## config.mk

```make
export PLATFORM = sky130hd
export DESIGN_NAME = prio_irq_ctrl
export DESIGN_NICKNAME = d
export VERILOG_FILES = /design/src/rtl/prio_irq_pkg.sv /design/src/rtl/irq_line_bank.sv /design/src/rtl/irq_arbiter.sv /design/src/rtl/prio_irq_ctrl.sv
export SDC_FILE = /design/constraint.sdc
export NUM_CORES = 1
export LEC_CHECK = 0
export BUFFER_PORTS_ARGS = -buffer_cell sky130_fd_sc_hd__buf_4
export CORE_ASPECT_RATIO = 1.5
export CORE_MARGIN = 5
export CORE_UTILIZATION = 35
export CTS_BUF_LIST = sky130_fd_sc_hd__clkbuf_2 sky130_fd_sc_hd__clkbuf_4 sky130_fd_sc_hd__clkbuf_8
export DETAILED_ROUTE_END_ITERATION = 10
export HOLD_SLACK_MARGIN = 0.02
export SYNTH_ARGS = -nofsm -noshare
export SYNTH_HDL_FRONTEND = slang
export SYNTH_HIERARCHICAL = 1
export SYNTH_SLANG_ARGS = --single-unit
```

## constraint.sdc

```tcl
create_clock -name clk -period 21.5 [get_ports clk]
set_clock_uncertainty 0.1 [all_clocks]
set_input_delay 2.15 -clock clk [delete_from_list [all_inputs] [get_ports clk]]
set_output_delay 2.15 -clock clk [all_outputs]
set_load 0.05 [all_outputs]
```

## src/rtl/prio_irq_pkg.sv

```systemverilog
package prio_irq_pkg;

  localparam int EXC_LINES = 16;

  typedef enum logic [2:0] {
    RA_SELECT = 3'd0,
    RA_PRIO   = 3'd1,
    RA_ENABLE = 3'd2,
    RA_STATUS = 3'd3,
    RA_CONFIG = 3'd4
  } reg_addr_e;

  function automatic logic [31:0] build_cfg(input int ver, input int lines,
                                            input int priv, input int levels,
                                            input bit fast);
    logic [31:0] w;
    w        = 32'h0;
    w[7:0]   = 8'(ver);
    w[15:8]  = 8'(lines);
    w[23:16] = 8'(lines - priv);
    w[27:24] = 4'(levels - 1);
    w[28]    = fast;
    return w;
  endfunction

  function automatic logic prio_passes(input logic [3:0] p, input logic [3:0] thr);
    return p <= thr;
  endfunction

endpackage

```

## src/rtl/irq_line_bank.sv

```systemverilog
module irq_line_bank #(
  parameter int NUM_LINES = 16,
  parameter int PRIO_W    = 4,
  localparam int IDX_W    = $clog2(NUM_LINES)
) (
  input  logic                              clk,
  input  logic                              rst_n,
  input  logic                              sel_ok,
  input  logic [IDX_W-1:0]                  sel_idx,
  input  logic                              wr_prio,
  input  logic                              wr_en,
  input  logic [PRIO_W-1:0]                 prio_wdata,
  input  logic                              en_wdata,
  output logic [NUM_LINES-1:0][PRIO_W-1:0]  prio_o,
  output logic [NUM_LINES-1:0]              en_o
);

  for (genvar i = 0; i < NUM_LINES; i++) begin : g_line
    logic hit;
    assign hit = sel_ok && (sel_idx == IDX_W'(i));

    always_ff @(posedge clk) begin
      if (!rst_n) begin
        prio_o[i] <= '0;
        en_o[i]   <= 1'b1;
      end else begin
        if (wr_prio && hit) prio_o[i] <= prio_wdata;
        if (wr_en && hit)   en_o[i]   <= en_wdata;
      end
    end
  end

endmodule

```

## src/rtl/irq_arbiter.sv

```systemverilog
module irq_arbiter #(
  parameter int NUM_LINES = 16,
  parameter int PRIO_W    = 4,
  localparam int IDX_W    = $clog2(NUM_LINES)
) (
  input  logic [NUM_LINES-1:0]              cand_i,
  input  logic [NUM_LINES-1:0][PRIO_W-1:0]  prio_i,
  output logic                              win_valid_o,
  output logic [IDX_W-1:0]                  win_idx_o,
  output logic [PRIO_W-1:0]                 win_prio_o
);

  // Scan from the top index down; "<=" lets a lower index take an equal urgency.
  always_comb begin
    win_valid_o = 1'b0;
    win_idx_o   = '0;
    win_prio_o  = '1;
    for (int i = NUM_LINES - 1; i >= 0; i--) begin
      if (cand_i[i] && (!win_valid_o || prio_i[i] <= win_prio_o)) begin
        win_valid_o = 1'b1;
        win_idx_o   = IDX_W'(i);
        win_prio_o  = prio_i[i];
      end
    end
  end

endmodule

```

## src/rtl/prio_irq_ctrl.sv

```systemverilog
module prio_irq_ctrl
  import prio_irq_pkg::*;
#(
  parameter int  NUM_LINES     = 16,
  parameter int  PRIVATE_LINES = 8,
  parameter int  NUM_PRIO      = 16,
  parameter int  VERSION       = 2,
  parameter bit  FAST_IRQ      = 1'b0
) (
  input  logic                  clk,
  input  logic                  rst_n,
  input  logic [NUM_LINES-1:0]  req_i,
  input  logic                  reg_wr_i,
  input  logic [2:0]            reg_addr_i,
  input  logic [31:0]           reg_wdata_i,
  output logic [31:0]           reg_rdata_o,
  output logic                  irq_o,
  output logic [7:0]            irq_line_o,
  output logic                  irq_private_o
);

  localparam int IDX_W     = $clog2(NUM_LINES);
  localparam int PRIO_W    = $clog2(NUM_PRIO);
  localparam int LAST_LINE = EXC_LINES + NUM_LINES - 1;
  localparam logic [31:0] CFG_WORD =
    build_cfg(VERSION, NUM_LINES, PRIVATE_LINES, NUM_PRIO, FAST_IRQ);

  // Register state
  logic [7:0]            sel_q;
  logic                  gie_q;
  logic [PRIO_W-1:0]     thr_q;
  logic [NUM_LINES-1:0]  pend_q;

  // Named internal events (observed by the checker)
  logic                             sel_in_range;
  logic [IDX_W-1:0]                 sel_idx;
  logic                             wr_sel, wr_prio, wr_en, wr_status;
  logic [NUM_LINES-1:0][PRIO_W-1:0] prio_vec;
  logic [NUM_LINES-1:0]             en_vec;
  logic [NUM_LINES-1:0]             cand;
  logic                             win_valid;
  logic [IDX_W-1:0]                 win_idx;
  logic [PRIO_W-1:0]                win_prio;
  logic                             irq_d;

  assign sel_in_range = (32'(sel_q) >= EXC_LINES) && (32'(sel_q) <= LAST_LINE);
  assign sel_idx      = IDX_W'(sel_q - 8'(EXC_LINES));

  assign wr_sel    = reg_wr_i && (reg_addr_i == RA_SELECT);
  assign wr_prio   = reg_wr_i && (reg_addr_i == RA_PRIO);
  assign wr_en     = reg_wr_i && (reg_addr_i == RA_ENABLE);
  assign wr_status = reg_wr_i && (reg_addr_i == RA_STATUS);

  always_ff @(posedge clk) begin
    if (!rst_n) begin
      sel_q  <= '0;
      gie_q  <= 1'b0;
      thr_q  <= '0;
      pend_q <= '0;
    end else begin
      pend_q <= req_i;
      if (wr_sel) sel_q <= reg_wdata_i[7:0];
      if (wr_status) begin
        gie_q <= reg_wdata_i[0];
        thr_q <= reg_wdata_i[PRIO_W:1];
      end
    end
  end

  irq_line_bank #(
    .NUM_LINES(NUM_LINES),
    .PRIO_W   (PRIO_W)
  ) u_bank (
    .clk       (clk),
    .rst_n     (rst_n),
    .sel_ok    (sel_in_range),
    .sel_idx   (sel_idx),
    .wr_prio   (wr_prio),
    .wr_en     (wr_en),
    .prio_wdata(reg_wdata_i[PRIO_W-1:0]),
    .en_wdata  (reg_wdata_i[0]),
    .prio_o    (prio_vec),
    .en_o      (en_vec)
  );

  assign cand = pend_q & en_vec;

  irq_arbiter #(
    .NUM_LINES(NUM_LINES),
    .PRIO_W   (PRIO_W)
  ) u_arb (
    .cand_i     (cand),
    .prio_i     (prio_vec),
    .win_valid_o(win_valid),
    .win_idx_o  (win_idx),
    .win_prio_o (win_prio)
  );

  assign irq_d = win_valid && gie_q && prio_passes(4'(win_prio), 4'(thr_q));

  always_ff @(posedge clk) begin
    if (!rst_n) begin
      irq_o         <= 1'b0;
      irq_line_o    <= '0;
      irq_private_o <= 1'b0;
    end else begin
      irq_o         <= irq_d;
      irq_line_o    <= irq_d ? 8'(EXC_LINES) + 8'(win_idx) : 8'h00;
      irq_private_o <= irq_d && (32'(win_idx) < PRIVATE_LINES);
    end
  end

  always_comb begin
    reg_rdata_o = '0;
    case (reg_addr_i)
      RA_SELECT: reg_rdata_o = {24'h0, sel_q};
      RA_PRIO:   if (sel_in_range) reg_rdata_o = 32'(prio_vec[sel_idx]);
      RA_ENABLE: if (sel_in_range) reg_rdata_o = 32'(en_vec[sel_idx]);
      RA_STATUS: reg_rdata_o = 32'({thr_q, gie_q});
      RA_CONFIG: reg_rdata_o = CFG_WORD;
      default:   reg_rdata_o = '0;
    endcase
  end

endmodule

```

==> key figures <==
Placement
  – Routability congestion estimate: 0.8671
  – I/O Buffers: 50
  – Dpl hpwl: 20040 µm
  – Placed cells: 1440

Worst setup path
  – Crit-path max FO: 6
  – Crit path DAT: 21.90 ns
  – Critical Path Max Stage Delay: 0.38 ns
  – Buf/Inv on CP: 12
  – CP top delay family: compound AO/OA/AOI/OAI gates
  – Required time worst endpoint: 21.78 ns
  – R2R Path Start: u_bank/en_o[15]
  – Most used cell, CP: ha_4
  – Setup Crit Path Kind: register to register
  – R2R depth: 126
  – Reg2reg end: irq_line_o[4]
  – Crit path capture type: register
  – Worst setup SP type: register
  – FF-to-FF setup slack: -0.12 ns
  – Critical-path top delay cell: a211o_2

GRT
  – Initial antenna violation count: 0
  – Vias in the first global route: 8070
  – GRT Total Usage: 0.1911
  – Overflow after GRT: 0
  – First-pass GRT wire length: 41860 µm
  – Largest net degree at the start of global routing: 79

Run status
  – Outcome: complete, but fails checks
  – Violated checks: setup timing

Route
  – WL final: 27230 µm
  – DRC: 0
  – Via count: 8108
  – Via density: 5.292
  – Antenna Violating Nets Remaining: 0
  – Wirelength per Cell: 17.77 µm
  – DR iter-0 viols: 382
  – First-pass iteration count of the detailed router: 5

Synth
  – Library cells used by synthesis: 86
  – Syn Area/Cell: 8.660 µm²
  – Synth Flop Type: dfxtp_1
  – Fraction of registers with async set/reset: 0
  – Post-synth EDFFs: 0
  – Cells after Synth: 991
  – Post-synthesis cell area: 8582 µm²
  – Seq/Total Area, Yosys: 0.2706
  – Synth Register Bits: 116
  – Yosys Warn Count: 6

Clock tree
  – H-tree levels: 4
  – CTS tree: built
  – Clock transition at path regs: 0.08 ns
  – Root Buffer: clkbuf_8
  – Clock Path Buffers: 2
  – Cts hold-fix bufs: 0
  – TritonCTS Buffers: 17
  – Clk sink count: 116
  – Clk_lat worst skew: 0.44 ns

STA
  – Final Hold Fails: 0
  – Least-Margin Pin Slew: 1.161 ns
  – Slew margin rel.: 0.2251
  – Setup violators final: 7
  – Worst hold slack: 0.3868 ns
  – Setup WS post-layout: -0.1209 ns
  – Final worst path period share: 1.006
  – Tmin final: 21.62 ns
  – Max Transition Viols Final: 0
  – Maximum operating frequency: 46.25 MHz
  – Unrepaired setup endpoints after global routing: true

Final layout
  – Most frequent cells in the layout: 225 x buf_4, 124 x nand2_1, 115 x dfxtp_1
  – Most common cell after layout, fill and taps aside: buf_4
  – # diodes: 0
  – Layout Nets: 1307
  – Layout cells sized above 1: 0.3742
  – Area grow syn2layout: 36.91%
  – Finished Layout Cells: 1532

Min path
  – Min-delay src: sel_q[6]
  – Worst Hold Class: register to register
  – Hold Path Stages: 2
  – Hold path endpoint: sel_q[6]

Power
  – Overall power: 0.0008209 W
  – PD cells: 69.86 nW/µm²
  – Comb pwr share: 0.482
  – Worst vdd ir: 0.03318 mV
  – Sw frac: 0.3488
  – P_int: 0.0005346 W
  – Clock share of power: 0.252
  – Leakage: 4.735 nW
  – Switching power: 0.0002863 W
  – Seq pwr share: 0.266

Floorplanning
  – Starting Density: 0.3537
  – Die H: 201.8 µm
  – Num rows: 70
  – Die ar.: 27820 µm²
  – Top-Level Pins: 96
  – Core area: 24260 µm²
  – Die width: 137.9 µm

Job
  – Number of max-cap violations: 0
## layout make-up
cell class                      count  area, µm²
Clock buffer                       21      282.8
Timing Repair Buffer              236       1813
Inverter                           52      202.7
Tap cell                          324      405.4
Clock inverter                     11      127.6
Sequential cell                   116       2323
Multi-Input combinational cell    772       6595
Fill cell                        2291      12510
## how the worst max path moves through the flow
stage	cells past startpoint	slack, ns	from	endpoint
final	126	-0.12	u_bank/en_o[15]	irq_line_o[4]
after global routing	125	-1.27	u_bank/en_o[15]	irq_line_o[1]
after CTS	124	-0.26	u_bank/en_o[15]	irq_line_o[2]
after detailed placement	123	-1.60	u_bank/en_o[15]	irq_line_o[4]
after global placement	127	-1.20	u_bank/en_o[15]	irq_line_o[4]
after floorplan	125	0.03	u_bank/en_o[15]	irq_line_o[0]
## what timing repair did
action                                  4_1_cts  5_1_grt
hold endpoints to repair                      0        0
pin swaps                                    78       87
buffers inserted                             43       18
resized for setup                           109       77
endpoints found under the setup margin        7        7
## power groups by stage
stage          Sequential, W  Clock, W  Combinational, W
3_5_place_dp        0.000224         0          0.000289
5_1_grt             0.000219  0.000222          0.000425
2_1_floorplan       0.000223         0          0.000183
4_1_cts             0.000219  0.000211          0.000351
6_report            0.000219  0.000207          0.000395
3_3_place_gp        0.000224         0          0.000285
## through the flow
stage | worst slack, ns | setup TNS, ns | instance area (µm²) | util
2_1_floorplan | 0.02709 | 0 | 8747 | -
5_1_grt | -1.272 | -8.786 | 11750 | 0.4843
6_report | -0.1209 | -0.7583 | 11750 | 0.4843
3_5_place_dp | -1.597 | -10.93 | 9995 | 0.4120
3_3_place_gp | -1.200 | -8.202 | 9995 | 0.4120
4_1_cts | -0.2566 | -1.689 | 11240 | 0.4632
## worst register-to-register path: cells and delay by family (launching register included)
family / cells / cell delay [ns]
AO/OA/AOI/OAI: 58 / 9.54
adder cells (fa/ha/maj): 16 / 4.22
multiplexers: 7 / 2.00
AND/OR/NAND/NOR: 33 / 4.31
flip-flops: 1 / 0.34
buffers and inverters: 12 / 1.02
## state kept, by name (all words and copies together) (netlist names)
register and flops:
gie_q 1, irq_line_o 5, irq_o 1, irq_private_o 1, pend_q 16, sel_q 8, thr_q 4, u_bank/en_o 16
u_bank/prio_o 64
## cells by family (layout without fill, tap and decap cells)
kind of cell,count (synthesis),in the layout,share of synthesized area
muxes,117,117,0.1715
adders and majority gates,58,58,0.08456
xor gates and xnor gates,1,1,0.001021
buffers and inverters,123,320,0.07669
AOI/OAI and AO/OA,213,213,0.1782
DFF,116,116,0.2706
and+or+nand+nor,362,362,0.2171
other,1,21,0.0004370
## Yosys cell counts, types with 3 or more instances
cell      number  share of area
a211o_1        5         0.0051
a211oi_1       4         0.0035
a211oi_2       3         0.0044
a21boi_0      15          0.013
a21o_1        10         0.0087
a21oi_1       37          0.022
a21oi_2        4         0.0041
a22oi_1        4         0.0035
a31oi_1       17          0.012
a41o_1         3         0.0035
and2_1        43          0.031
and3_1         6         0.0044
and4_1         3         0.0031
buf_2          3         0.0017
buf_4         29          0.025
buf_6          6         0.0079
clkbuf_1      27          0.012
clkbuf_2       3         0.0017
dfxtp_1      116           0.27
ha_1          58          0.085
inv_1         52          0.023
mux2_2         9          0.012
mux2i_1       87           0.10
mux4_1         9          0.028
mux4_2        11          0.029
nand2_1      137          0.060
nand2b_1      26          0.019
nand3_1       19          0.011
nand3b_1       3         0.0026
nand4_1       10         0.0073
nor2_1        44          0.019
nor2b_1       25          0.018
nor3_1        10         0.0058
nor3b_1        9         0.0079
nor4_1         4         0.0029
o211ai_1       8         0.0070
o21a_1        19          0.017
o21ai_0       36          0.021
o21ai_1        5         0.0029
o221ai_1       3         0.0031
o22a_1         3         0.0031
o22ai_1        8         0.0058
or2_2          3         0.0022
## metal layers
metal,GRT usage,vias up,share of wire
met4,0.09322,0,0.047
met5,0,-,0
met1,0.1996,3924,0.37
met3,0.02291,66,0.027
li1,-,3925,-
met2,0.3659,193,0.56
Power figures use the tool's default switching activity.
